$ cat config.mk
export PLATFORM = sky130hd
export DESIGN_NAME = edge_capture_timer
export DESIGN_NICKNAME = d
export VERILOG_FILES = /design/src/rtl/ect_pkg.sv /design/src/rtl/ect_timebase.sv /design/src/rtl/ect_edge_sync.sv /design/src/rtl/ect_channel.sv /design/src/rtl/edge_capture_timer.sv
export SDC_FILE = /design/constraint.sdc
export NUM_CORES = 1
export LEC_CHECK = 0
export BUFFER_PORTS_ARGS = -buffer_cell sky130_fd_sc_hd__buf_4
export CAP_MARGIN = 15
export CORE_MARGIN = 4
export CORE_UTILIZATION = 62
export CTS_BUF_LIST = sky130_fd_sc_hd__clkbuf_4
export DETAILED_ROUTE_END_ITERATION = 16
export PLACE_DENSITY = 0.81
export SKIP_CTS_REPAIR_TIMING = 1
export SYNTH_ARGS = -nofsm -noshare
export SYNTH_HDL_FRONTEND = slang
export SYNTH_SLANG_ARGS = --single-unit
$ cat constraint.sdc
create_clock -name clk -period 4 [get_ports clk]
set_input_delay 0.8 -clock clk [delete_from_list [all_inputs] [get_ports clk]]
set_output_delay 0.8 -clock clk [all_outputs]
set_load 0.005 [all_outputs]
$ cat src/rtl/ect_pkg.sv
package ect_pkg;
  timeunit 1ns;
  timeprecision 1ps;

  // Per-channel configuration nibble; bit 0 of the nibble is a_rise.
  typedef struct packed {
    logic free_run;   // nibble bit 3
    logic end_on_b;   // nibble bit 2
    logic b_rise;     // nibble bit 1
    logic a_rise;     // nibble bit 0
  } ch_cfg_t;

  localparam int CFG_BITS_PER_CH = 4;
  localparam int SLOTS_PER_CH    = 3;

  typedef enum logic [1:0] {
    CH_HALT    = 2'd0,
    CH_WAIT_A1 = 2'd1,
    CH_WAIT_B  = 2'd2,
    CH_WAIT_A2 = 2'd3
  } ch_state_e;

  // Register addresses
  localparam int ADR_DIV      = 0;
  localparam int ADR_TIMER    = 1;
  localparam int ADR_CFG      = 2;
  localparam int ADR_CTRL     = 3;
  localparam int ADR_STAT     = 4;
  localparam int ADR_CAP_BASE = 8;

  // Capture slot numbering: 0 first A, 1 B, 2 second A
  function automatic int cap_addr(input int ch, input int slot);
    return ADR_CAP_BASE + CFG_BITS_PER_CH * ch + slot;
  endfunction

  function automatic logic pick_edge(input logic want_rise, input logic rise,
                                     input logic fall);
    return want_rise ? rise : fall;
  endfunction

  function automatic ch_state_e state_after_done(input logic free_run);
    return free_run ? CH_WAIT_A1 : CH_HALT;
  endfunction
endpackage

$ cat src/rtl/ect_timebase.sv
module ect_timebase #(
  parameter int TIMER_W = 16,
  parameter int DIV_W   = 16
) (
  input  logic               clk,
  input  logic               rst_n,
  input  logic [DIV_W-1:0]   div,
  input  logic               div_load,
  output logic [TIMER_W-1:0] timer,
  output logic               tick
);
  timeunit 1ns;
  timeprecision 1ps;

  logic [DIV_W-1:0] pre_cnt;

  // Last phase of a divide period; a divisor of zero behaves as one.
  function automatic logic last_phase(input logic [DIV_W-1:0] cnt,
                                      input logic [DIV_W-1:0] dv);
    if (dv == '0) return 1'b1;
    return cnt >= (dv - 1'b1);
  endfunction

  assign tick = last_phase(pre_cnt, div) && !div_load;

  always_ff @(posedge clk or negedge rst_n) begin
    if (!rst_n) begin
      pre_cnt <= '0;
      timer   <= '0;
    end else if (div_load) begin
      pre_cnt <= '0;
    end else if (tick) begin
      pre_cnt <= '0;
      timer   <= timer + 1'b1;
    end else begin
      pre_cnt <= pre_cnt + 1'b1;
    end
  end
endmodule

$ cat src/rtl/ect_edge_sync.sv
module ect_edge_sync #(
  parameter int STAGES = 2
) (
  input  logic clk,
  input  logic rst_n,
  input  logic pin,
  output logic rise,
  output logic fall
);
  timeunit 1ns;
  timeprecision 1ps;

  logic [STAGES-1:0] chain;
  logic              prev;

  always_ff @(posedge clk or negedge rst_n) begin
    if (!rst_n) begin
      chain <= '0;
      prev  <= 1'b0;
    end else begin
      chain <= {chain[STAGES-2:0], pin};
      prev  <= chain[STAGES-1];
    end
  end

  assign rise = chain[STAGES-1] & ~prev;
  assign fall = ~chain[STAGES-1] & prev;
endmodule

$ cat src/rtl/ect_channel.sv
module ect_channel
  import ect_pkg::*;
#(
  parameter int TIMER_W = 16
) (
  input  logic               clk,
  input  logic               rst_n,
  input  ch_cfg_t            cfg,
  input  logic               restart,
  input  logic               rise,
  input  logic               fall,
  input  logic [TIMER_W-1:0] timer,
  output logic               armed,
  output logic               done,
  output logic [2:0]         cap_en,
  output logic [TIMER_W-1:0] cap_a1,
  output logic [TIMER_W-1:0] cap_b,
  output logic [TIMER_W-1:0] cap_a2
);
  timeunit 1ns;
  timeprecision 1ps;

  ch_state_e state_q, state_d;
  logic      ev_a, ev_b;

  assign ev_a = pick_edge(cfg.a_rise, rise, fall);
  assign ev_b = pick_edge(cfg.b_rise, rise, fall);

  always_comb begin
    state_d = state_q;
    done    = 1'b0;
    cap_en  = 3'b000;
    if (restart) begin
      state_d = CH_WAIT_A1;
    end else begin
      unique case (state_q)
        CH_HALT: state_d = CH_HALT;
        CH_WAIT_A1: if (ev_a) begin
          cap_en[0] = 1'b1;
          state_d   = CH_WAIT_B;
        end
        CH_WAIT_B: if (ev_b) begin
          cap_en[1] = 1'b1;
          if (cfg.end_on_b) begin
            done    = 1'b1;
            state_d = state_after_done(cfg.free_run);
          end else begin
            state_d = CH_WAIT_A2;
          end
        end
        CH_WAIT_A2: if (ev_a) begin
          cap_en[2] = 1'b1;
          done      = 1'b1;
          state_d   = state_after_done(cfg.free_run);
        end
        default: state_d = CH_HALT;
      endcase
    end
  end

  always_ff @(posedge clk or negedge rst_n) begin
    if (!rst_n) begin
      state_q <= CH_HALT;
      cap_a1  <= '0;
      cap_b   <= '0;
      cap_a2  <= '0;
    end else begin
      state_q <= state_d;
      if (cap_en[0]) cap_a1 <= timer;
      if (cap_en[1]) cap_b  <= timer;
      if (cap_en[2]) cap_a2 <= timer;
    end
  end

  assign armed = (state_q != CH_HALT);
endmodule

$ cat src/rtl/edge_capture_timer.sv
module edge_capture_timer
  import ect_pkg::*;
#(
  parameter int TIMER_W     = 16,
  parameter int DIV_W       = 16,
  parameter int DATA_W      = 16,
  parameter int NUM_CH      = 2,
  parameter int SYNC_STAGES = 2,
  localparam int ADDR_W     = $clog2(ADR_CAP_BASE + CFG_BITS_PER_CH * NUM_CH),
  localparam int CFG_W      = CFG_BITS_PER_CH * NUM_CH
) (
  input  logic              clk,
  input  logic              rst_n,
  input  logic [NUM_CH-1:0] evt_pin,
  input  logic              bus_wr,
  input  logic              bus_rd,
  input  logic [ADDR_W-1:0] bus_addr,
  input  logic [DATA_W-1:0] bus_wdata,
  output logic [DATA_W-1:0] bus_rdata,
  output logic              irq
);
  timeunit 1ns;
  timeprecision 1ps;

  // Named internal events, observed by the bound checker
  logic               tick_w;
  logic [TIMER_W-1:0] timer_w;
  logic [NUM_CH-1:0]  done_w, armed_w, free_w, restart_w, cap_any_w;
  logic [NUM_CH-1:0]  stat_q;
  logic               stat_rd_w, div_wr_w, cfg_wr_w, ctrl_wr_w;

  logic [DIV_W-1:0]   div_q;
  logic [CFG_W-1:0]   cfg_q;
  logic [TIMER_W-1:0] cap_mat [NUM_CH][SLOTS_PER_CH];

  assign div_wr_w  = bus_wr && (bus_addr == ADDR_W'(ADR_DIV));
  assign cfg_wr_w  = bus_wr && (bus_addr == ADDR_W'(ADR_CFG));
  assign ctrl_wr_w = bus_wr && (bus_addr == ADDR_W'(ADR_CTRL));
  assign stat_rd_w = bus_rd && (bus_addr == ADDR_W'(ADR_STAT));

  always_ff @(posedge clk or negedge rst_n) begin
    if (!rst_n) begin
      div_q <= DIV_W'(1);
      cfg_q <= '0;
    end else begin
      if (div_wr_w) div_q <= bus_wdata[DIV_W-1:0];
      if (cfg_wr_w) cfg_q <= bus_wdata[CFG_W-1:0];
    end
  end

  ect_timebase #(
    .TIMER_W(TIMER_W),
    .DIV_W  (DIV_W)
  ) u_timebase (
    .clk     (clk),
    .rst_n   (rst_n),
    .div     (div_q),
    .div_load(div_wr_w),
    .timer   (timer_w),
    .tick    (tick_w)
  );

  for (genvar c = 0; c < NUM_CH; c++) begin : g_ch
    logic    rise, fall;
    logic [2:0] cap_en;
    ch_cfg_t ccfg;

    assign ccfg         = ch_cfg_t'(cfg_q[c*CFG_BITS_PER_CH +: CFG_BITS_PER_CH]);
    assign free_w[c]    = ccfg.free_run;
    assign restart_w[c] = ctrl_wr_w && bus_wdata[c];
    assign cap_any_w[c] = |cap_en;

    ect_edge_sync #(.STAGES(SYNC_STAGES)) u_sync (
      .clk  (clk),
      .rst_n(rst_n),
      .pin  (evt_pin[c]),
      .rise (rise),
      .fall (fall)
    );

    ect_channel #(.TIMER_W(TIMER_W)) u_chan (
      .clk    (clk),
      .rst_n  (rst_n),
      .cfg    (ccfg),
      .restart(restart_w[c]),
      .rise   (rise),
      .fall   (fall),
      .timer  (timer_w),
      .armed  (armed_w[c]),
      .done   (done_w[c]),
      .cap_en (cap_en),
      .cap_a1 (cap_mat[c][0]),
      .cap_b  (cap_mat[c][1]),
      .cap_a2 (cap_mat[c][2])
    );
  end

  // Status: a completion in the same cycle as the clearing read wins.
  always_ff @(posedge clk or negedge rst_n) begin
    if (!rst_n) begin
      stat_q <= '0;
      irq    <= 1'b0;
    end else begin
      stat_q <= done_w | (stat_q & {NUM_CH{!stat_rd_w}});
      irq    <= |done_w;
    end
  end

  always_comb begin
    bus_rdata = '0;
    if (bus_addr == ADDR_W'(ADR_DIV))   bus_rdata = DATA_W'(div_q);
    if (bus_addr == ADDR_W'(ADR_TIMER)) bus_rdata = DATA_W'(timer_w);
    if (bus_addr == ADDR_W'(ADR_CFG))   bus_rdata = DATA_W'(cfg_q);
    if (bus_addr == ADDR_W'(ADR_CTRL))  bus_rdata = DATA_W'(armed_w);
    if (bus_addr == ADDR_W'(ADR_STAT))  bus_rdata = DATA_W'(stat_q);
    for (int c = 0; c < NUM_CH; c++) begin
      for (int s = 0; s < SLOTS_PER_CH; s++) begin
        if (bus_addr == ADDR_W'(cap_addr(c, s))) bus_rdata = DATA_W'(cap_mat[c][s]);
      end
    end
  end
endmodule

# == Yosys cells after proc, flatten, opt, wreduce, memory -nomap -nowiden ==
# Cells that the tools add are included.
# classes
magnitude_cmp,1
muxes,54
bitwise,11
reduce_logical,19
eq_ne,22
add_sub_neg,3
# ops
operator,n
$mux 16,13
$add 16x1->16 const B,2
$mux 1,25
$eq 4x4->1 const B,6
$mux 2,10
$ne 3x1->1 const B,6
$ge 16x16->1,1
$logic_not 16->1,1
$pmux 2 s4,2
$sub 16x1->16 const B,1
$eq 2x2->1 const B,4
$eq 4x2->1 const B,2
$logic_and 1x1->1,7
$mux 3,2
$reduce_and 3->1,2
$not 1->1,5
$and 1x1->1,4
$eq 2x1->1 const B,2
$eq 4x1->1 const B,1
$eq 4x3->1 const B,1
$logic_not 2->1,2
$logic_not 4->1,1
$pmux 1 s2,2
$reduce_bool 2->1,2
other kinds (5),6
# word_totals
wordCells,128
inputBits,26
reg_bits,165

# == Logic depth before layout (Yosys ltp) ==
# Gate-level depths: netlist of the first run.
# logic_depth
word_depth,12
mapped_depth,15
mapped_depth_nobuf,14

# == Hierarchy ==
# A second synthesis of the first run with hierarchy kept.
# unflattened
cells_unflattened,780
hier_area_um2,9113.7
# by_module_without_submodules
module,n_inst,area_each_um2,cells_each
ect_channel,2,2094.5,124
edge_capture_timer,1,2522.4,294
ect_timebase,1,2222.1,228
ect_edge_sync,2,90.1,5

# == Least setup slack after synthesis of the first run ==
# OpenSTA, ideal clock, no wires.
# synth_path
path_kind,register -> register
start,reg div_q[0]
end,reg u_timebase.timer[0]
path_stages_with_launch,15
setup_ns,0.131
setup_slack_ns,1.050
required_ns,3.869
t_arrival_ns,2.819
period_less_slack_ns,2.950
path_cell_list,dfstp_2 inv_1 ha_1 nor3b_2 nand2_1 nor4_1 xnor2_1 ha_1 a21o_1 a21oi_1 nand2_1 o31a_1 o21a_4 buf_12 xor2_1
# synth_between
elab_chain_len,5
elab_cells_between_ends,7
classes_between,1 x add/sub; 1 x order compare; 2 x mux; 3 x reduce/logical
# synth_rtl
item,line,source
start: declaration,edge_capture_timer.sv:32,logic [DIV_W-1:0] div_q;
start signal: assignment,edge_capture_timer.sv:46,if (div_wr_w) div_q <= bus_wdata[DIV_W-1:0];
$sub 16x1->16 or $logic_not 16->1 (tied branches),"ect_timebase.sv:21, ect_timebase.sv:20",
$ge 16x16->1 or $mux 1 (tied branches),"ect_timebase.sv:21, ect_timebase.sv:20",
$mux 1 *,ect_timebase.sv:21,return cnt >= (dv - 1'b1);
$logic_and 1x1->1 *,ect_timebase.sv:24,"assign tick = last_phase(pre_cnt, div) && !div_load;"
$reduce_and 2->1 (no source line) *,-,
end signal: assignment,ect_timebase.sv:34,timer <= timer + 1'b1;
end: declaration,ect_timebase.sv:9,"output logic [TIMER_W-1:0] timer,"
# Mark *: on every way between the ends. The rest lies on a longest branch, timed or not.
# A chain may end at the register's enable or synchronous reset.

# == Worst setup path after layout of the first run ==
# layout_path
start,reg div_q[0]
end,reg u_timebase.pre_cnt[5]
# layout_between
elab_chain_len,6
elab_cells_between_ends,8
classes_between,1 x add/sub; 1 x order compare; 4 x mux; 2 x reduce/logical
# layout_rtl
item,line,source
$sub 16x1->16 or $logic_not 16->1 (tied branches),"ect_timebase.sv:21, ect_timebase.sv:20",
$ge 16x16->1 or $mux 1 (tied branches),"ect_timebase.sv:21, ect_timebase.sv:20",
$mux 1 *,ect_timebase.sv:21,
$logic_and 1x1->1 *,ect_timebase.sv:24,
$mux 16 *,ect_timebase.sv:32,end else if (tick) begin
$mux 16 *,ect_timebase.sv:30,end else if (div_load) begin
end signal: assignment,ect_timebase.sv:36,pre_cnt <= pre_cnt + 1'b1;
end: declaration,ect_timebase.sv:15,logic [DIV_W-1:0] pre_cnt;
# Marked as above.

==> flow_summary.yaml, run 1 <==
outcome:
  status: "complete, no violations"
yosys:
  synthArstFlopShare: 1.00
  syn_nets: 741
  syn-instance-count: 696
  yosys.area.top_type: "dfrtp_1"
  avgSynthCellArea_um2: 11.8
  ys_seq_elements: 165
  synth_edf_count: 0
  synth_area_mm2: 0.00822
  ys_seq_area_frac: 0.503
  netlist_top_cells_area: "dfrtp_1, mux2_2, ha_1"
  synth-main-ff-cell: "dfrtp_1"
  synth_cell_types: 63
  synth_top_area_share: 0.499
  yosys_warnings: 0
timing:
  period_share: 0.920
  fmax_mhz: 272
  finClkSkew_ns: 0.0174
  fin_setup_tns_ns: 0
  max_slew.worst_pin.slew_ns: 0.969
  setup_viol: 0
  rsz0062_at_grt: "false"
  final-max-slew-violation-count: 0
  min_period_ns: 3.68
  slew_headroom: 0.354
  hold_viol: 0
finish:
  nets: 773
  num_antenna_cells: 0
  area_growth_pct: 9.47
  drive_gt1_frac: 0.314
setup_path:
  cp.required_ns: 4.50
  cpMostUsedCell: "nand2_1"
  cp-end-kind: "flip-flop"
  crit_buf_inv: 1
  start_kind: "flip-flop"
  path_cells: "inv_1, ha_1, nor3b_2, nand2_1, nor4_1, xnor2_1, ha_1, a21o_1, a21oi_1, nand2_1, o31a_1, nor2_1, nand2_1, nor2_1"
  worst-setup-path-type: "flip-flop to flip-flop"
  slowest_delay_ns: 0.39
  critical-path-top-delay-family: "simple AND/OR/NAND/NOR gates"
  cp_slowest_cell: "dfstp_2"
  path_max_fanout: 15
  crit_arrival_ns: 4.18
clock_network:
  cts.clk_slew.worst_paths_ns: 0.13
  cts_max_level: 4
  cts_made_buffers: 17
  cts_tree: "built"
  cts_root_buffer: "clkbuf_4"
  cts_buffer_depth: 2
  cts_sinks: 165
  worstSkewPairLatency_ns: 0.57
pwr:
  p_total_uw: 4300
  ir_worst_vdd_mv: 0.359
  powerDensity_mw_per_mm2: 478
  leakagePower_uw: 0.00426
drt:
  drc: 0
  post_drt_wl_per_cell_um: 20.6
  wirelength_mm: 18.8
  drtIter0Drc: 517
  first_pass_iters: 8
  via_count: 5657
  vias_per_cell: 6.20
  drtAntennaViolNets: 0
place:
  gp_congestion: 0.865
  dp_hpwl_mm: 12.8
  io_buffers: 42
floorplanning:
  io_pins: 43
  dieArea_mm2: 0.0152
  die_h_um: 123
  initial_core_util: 0.643
  die_width_um: 123
  core_mm2: 0.0128
  row_count: 41
hold_path:
  hp-class: "input pin to asynchronous set/reset pin"
grt:
  grt_usage: 0.268
  grt_pass1_vias: 5892
  grt_max_degree: 104
  antenna_found_initial: 0
  grt_pass1_wl_mm: 31.0
  gr-total-overflow: 0
job:
  drv_cap: 0
-- power breakdown --
part,internal (uW),switching (uW)
registers,1920,322
clock network,552,575
logic,475,454
-- routing by layer --
layer | vias to the layer above | part of all wire | GRT usage
li1 | 2589 | - | -
met1 | 2827 | 0.43 | 0.366
met2 | 205 | 0.48 | 0.425
met3 | 36 | 0.067 | 0.0567
met4 | 0 | 0.025 | 0.104
met5 | - | 0 | 0
-- cells in the mapped netlist, types with 4 or more instances --
cell and n:
dfrtp_1 164, mux2_2 120, nor2_1 54, nand2_1 43
xnor2_1 27, a21oi_1 22, nand3_1 22, clkbuf_1 20
ha_1 19, xor2_1 16, mux2i_1 15, a22oi_1 13
a222oi_1 11, nand3_2 10, nand4_1 9, o21ai_0 9
and3_1 8, buf_2 8, a22o_1 7, nor2b_1 7
inv_1 6, nor3_1 6, a21o_1 5, buf_4 5
clkbuf_2 5, nand2b_1 5, o211ai_1 4
-- placed cells by master, fill, tap and decap left out, types with 17 or more instances in the layout --
master	netlist	layout
dfrtp_1	164	164
mux2_2	120	120
nor2_1	54	54
xnor2_1	27	27
clkbuf_4	0	17
a21oi_1	22	22
ha_1	19	19
nand3_1	22	22
buf_4	5	52
nand2_1	43	43
-- logic make-up (layout without fill, tap and decap cells) --
| group | count (synthesis) | after routing | synth area share |
|---|---|---|---|
| adders and majority gates | 19 | 19 | 0.0289 |
| xor gates and xnor gates | 43 | 43 | 0.0458 |
| and+or+nand+nor | 185 | 185 | 0.119 |
| DFF | 165 | 165 | 0.503 |
| AOI/OAI and AO/OA | 98 | 98 | 0.0874 |
| buffers and inverters | 48 | 93 | 0.0282 |
| muxes | 138 | 138 | 0.188 |
-- through the flow --
step           utilization  hold slack, ns  std cells  area (um2)  setup slack, ns
2_1_floorplan            -           0.331        696        8220             1.05
3_3_place_gp         0.677           0.335        880        8650            0.423
3_5_place_dp         0.677           0.337        880        8650            0.375
4_1_cts              0.703           0.295        912        8990            0.358
5_1_grt              0.704           0.289        913        9000            0.108
6_report             0.704           0.296        913        9000            0.321
-- final timing paths --
path	startpoint	end	slack (ns)	depth (start not counted)
setup reg to reg	div_q[0]	u_timebase.pre_cnt[5]	0.32	14
min in group clk	evt_pin[0]	g_ch[0].u_sync.chain[0]	0.33	1
hold reg to reg	g_ch[1].u_sync.chain[0]	g_ch[1].u_sync.chain[1]	0.36	0
hold / removal	rst_n	u_timebase.pre_cnt[9]	0.30	1
setup / recovery	div_q[0]	u_timebase.pre_cnt[5]	0.32	14
max in group asynchronous	rst_n	g_ch[1].u_chan.cap_a2[15]	2.89	2
-- area by class of cell --
type,instances,area [um2]
Sequential cell,165,4130
Multi-Input combinational cell,483,3860
Fill cell,898,3780
Timing Repair Buffer,55,433
Tap cell,172,215
Clock inverter,15,211
Clock buffer,17,128
Inverter,6,22.5
-- flip-flops by register name, indices dropped and copies added (netlist names) --
register and cells:
u_timebase.timer 16, g_ch.u_chan.cap_b 32, g_ch.u_chan.cap_a2 32, irq 1, g_ch.u_chan.cap_a1 32, g_ch.u_sync.prev 2, stat_q 2, g_ch.u_chan.state_q 4
g_ch.u_sync.chain 4, cfg_q 8, u_timebase.pre_cnt 16, div_q 16
-- worst reg2reg max path: stages, from the launching register on --
cell and delay, ns:
dfstp_2 0.39, inv_1 0.12, ha_1 0.19, nor3b_2 0.37, nand2_1 0.20, nor4_1 0.34
xnor2_1 0.17, ha_1 0.29, a21o_1 0.18, a21oi_1 0.18, nand2_1 0.09, o31a_1 0.31
nor2_1 0.19, nand2_1 0.35, nor2_1 0.23
No activity file was read; power rests on OpenSTA's default activity.
==> run 2: changes to the inputs <==
Settings changed: BUFFER_PORTS_ARGS -buffer_cell sky130_fd_sc_hd__buf_4 to -buffer_cell sky130_fd_sc_hd__buf_2, CORE_UTILIZATION 62 to 63, PLACE_DENSITY 0.81 to 0.82.
==> run 2 against run 1 <==
Die area is 1.5% lower. Non-clock buffer count stayed put. Total power is 2.5% lower. Maximum frequency is 1.1% lower. Largest cell class unchanged. Highest routed layer unchanged.
==> flow_summary.yaml, run 2 (synthesized netlist as in run 1, its figures left out) <==
finish:
  reg.largest.list: "g_ch.u_chan.cap_a1: 32 flops, g_ch.u_chan.cap_a2: 32 flops, g_ch.u_chan.cap_b: 32 flops"
  drive_gt1_frac: 0.309
  multi_input_area_mm2: 0.00386
  final_common_cell: "dfrtp_1"
  regArea_mm2: 0.00413
  mostFrequentLayoutCells: "dfrtp_1, mux2_2, nor2_1"
  nets: 773
  fillers: 955
  area_growth_pct: 7.86
hold_path:
  hp-class: "input pin to asynchronous set/reset pin"
clock_network:
  cts_tree: "built"
  cts_buffer_depth: 2
  cts_max_level: 4
  cts_made_buffers: 17
  cts.clk_slew.worst_paths_ns: 0.13
  cts_root_buffer: "clkbuf_4"
  worstSkewPairLatency_ns: 0.60
  cts_sinks: 165
floorplanning:
  core_mm2: 0.0127
  row_count: 41
  die_h_um: 122
  die_width_um: 122
  initial_core_util: 0.646
  io_pins: 43
  dieArea_mm2: 0.0149
timing:
  min_period_ns: 3.72
  final-max-slew-violation-count: 0
  slew_headroom: 0.356
  finClkSkew_ns: 0.0222
  setup_viol: 0
  fmax_mhz: 269
  max_slew.worst_pin.slew_ns: 0.961
  hold_viol: 0
  period_share: 0.930
  rsz0062_at_grt: "false"
  fin_setup_tns_ns: 0
grt:
  met1_usage: 0.368
  grt_pass1_vias: 5945
  grt.busiest_layer: "met2"
  antenna_found_initial: 1
  grt_usage: 0.276
  grt_max_degree: 89
  met2_usage: 0.434
  grtUsageMet3: 0.0585
  gr-total-overflow: 0
  grt_pass1_wl_mm: 31.0
setup_path:
  cpMostUsedCell: "nand2_1"
  path_cells: "inv_1, ha_1, nor3b_2, nand2_1, nor4_1, xnor2_1, ha_1, a21o_1, a21oi_1, nand2_1, o31a_1, nor2_1, nand2_1, nor2_1"
  cp_slowest_cell: "dfstp_2"
  crit_cells: 14
  cp-end-kind: "flip-flop"
  start_kind: "flip-flop"
  path_max_fanout: 15
  worst-setup-path-type: "flip-flop to flip-flop"
  r2r_cells: 14
  crit_buf_inv: 1
  slowest_delay_ns: 0.40
  critical-path-top-delay-family: "simple AND/OR/NAND/NOR gates"
  crit_arrival_ns: 4.23
  cp.required_ns: 4.51
pwr:
  p_total_uw: 4190
  ir_worst_vdd_mv: 0.525
  leakagePower_uw: 0.00422
  powerDensity_mw_per_mm2: 473
drt:
  drtAntennaViolNets: 0
  vias_per_cell: 6.31
  drtIter0Drc: 460
  post_drt_wl_per_cell_um: 20.9
  wirelength_mm: 19.2
  via_count: 5795
  first_pass_iters: 5
  drc: 0
place:
  dp_hpwl_mm: 13.2
  io_buffers: 42
  gp_congestion: 0.880
outcome:
  status: "complete, no violations"
job:
  drv_cap: 0
-- run 2: changes by cell type in the layout (fill, tap and decap cells not counted), sizes merged --
cell and change:
clkbuf +1, bufinv -1, diode +5
-- run 2: final cells by class --
cell class | count | share of cell area
Inverter | 6 | 0.00254
Multi-Input combinational cell | 483 | 0.435
Sequential cell | 165 | 0.466
Timing Repair Buffer | 55 | 0.0368
Antenna cell | 5 | 0.00141
Clock inverter | 14 | 0.0186
Clock buffer | 18 | 0.0152
Tap cell | 172 | 0.0243
-- run 2: per-stage QoR --
stage / hold slack (ns) / cells / util / cell area (um2) / setup WS [ns]
after global routing: 0.273 / 918 / 0.697 / 8860 / 0.0725
final: 0.251 / 918 / 0.697 / 8860 / 0.281
after CTS: 0.291 / 913 / 0.696 / 8850 / 0.364
after global placement: 0.333 / 881 / 0.672 / 8550 / 0.588
after detailed placement: 0.339 / 881 / 0.672 / 8550 / 0.400
after floorplan: 0.331 / 696 / - / 8220 / 1.05
-- run 2: where the power goes --
group / leakage [uW] / internal (uW) / total (uW) / switching [uW]
clock: 0.000161 / 487 / 1040 / 558
combinational: 0.00186 / 457 / 905 / 448
sequential: 0.00220 / 1920 / 2240 / 318
total: 0.00422 / 2870 / 4190 / 1320
-- run 2: metal layers --
layer  wire (um)  part of all wire  vias up
met5           0                 0        -
met4         648             0.034        0
met3        1310             0.068       50
met2        9310              0.48      243
met1        7940              0.41     2914
li1            -                 -     2588
-- run 2: path summary, 6_finish.rpt --
path	to	slack, ns	startpoint
max in group asynchronous	g_ch[0].u_chan.cap_a2[4]	2.91	rst_n
max reg2reg	u_timebase.pre_cnt[2]	0.28	div_q[0]
max	u_timebase.pre_cnt[2]	0.28	div_q[0]
min	u_timebase.pre_cnt[10]	0.25	rst_n
min in group clk	g_ch[1].u_sync.chain[0]	0.31	evt_pin[1]
min reg2reg	g_ch[0].u_sync.chain[1]	0.37	g_ch[0].u_sync.chain[0]
-- run 2: worst reg2reg max path, delay by kind of cell (launching register included) --
family | cells | cell delay [ns]
xor+xnor | 1 | 0.17
compound gates | 3 | 0.64
buf+inv | 1 | 0.14
simple gates | 7 | 1.79
flops | 1 | 0.40
fa+ha+maj | 2 | 0.49
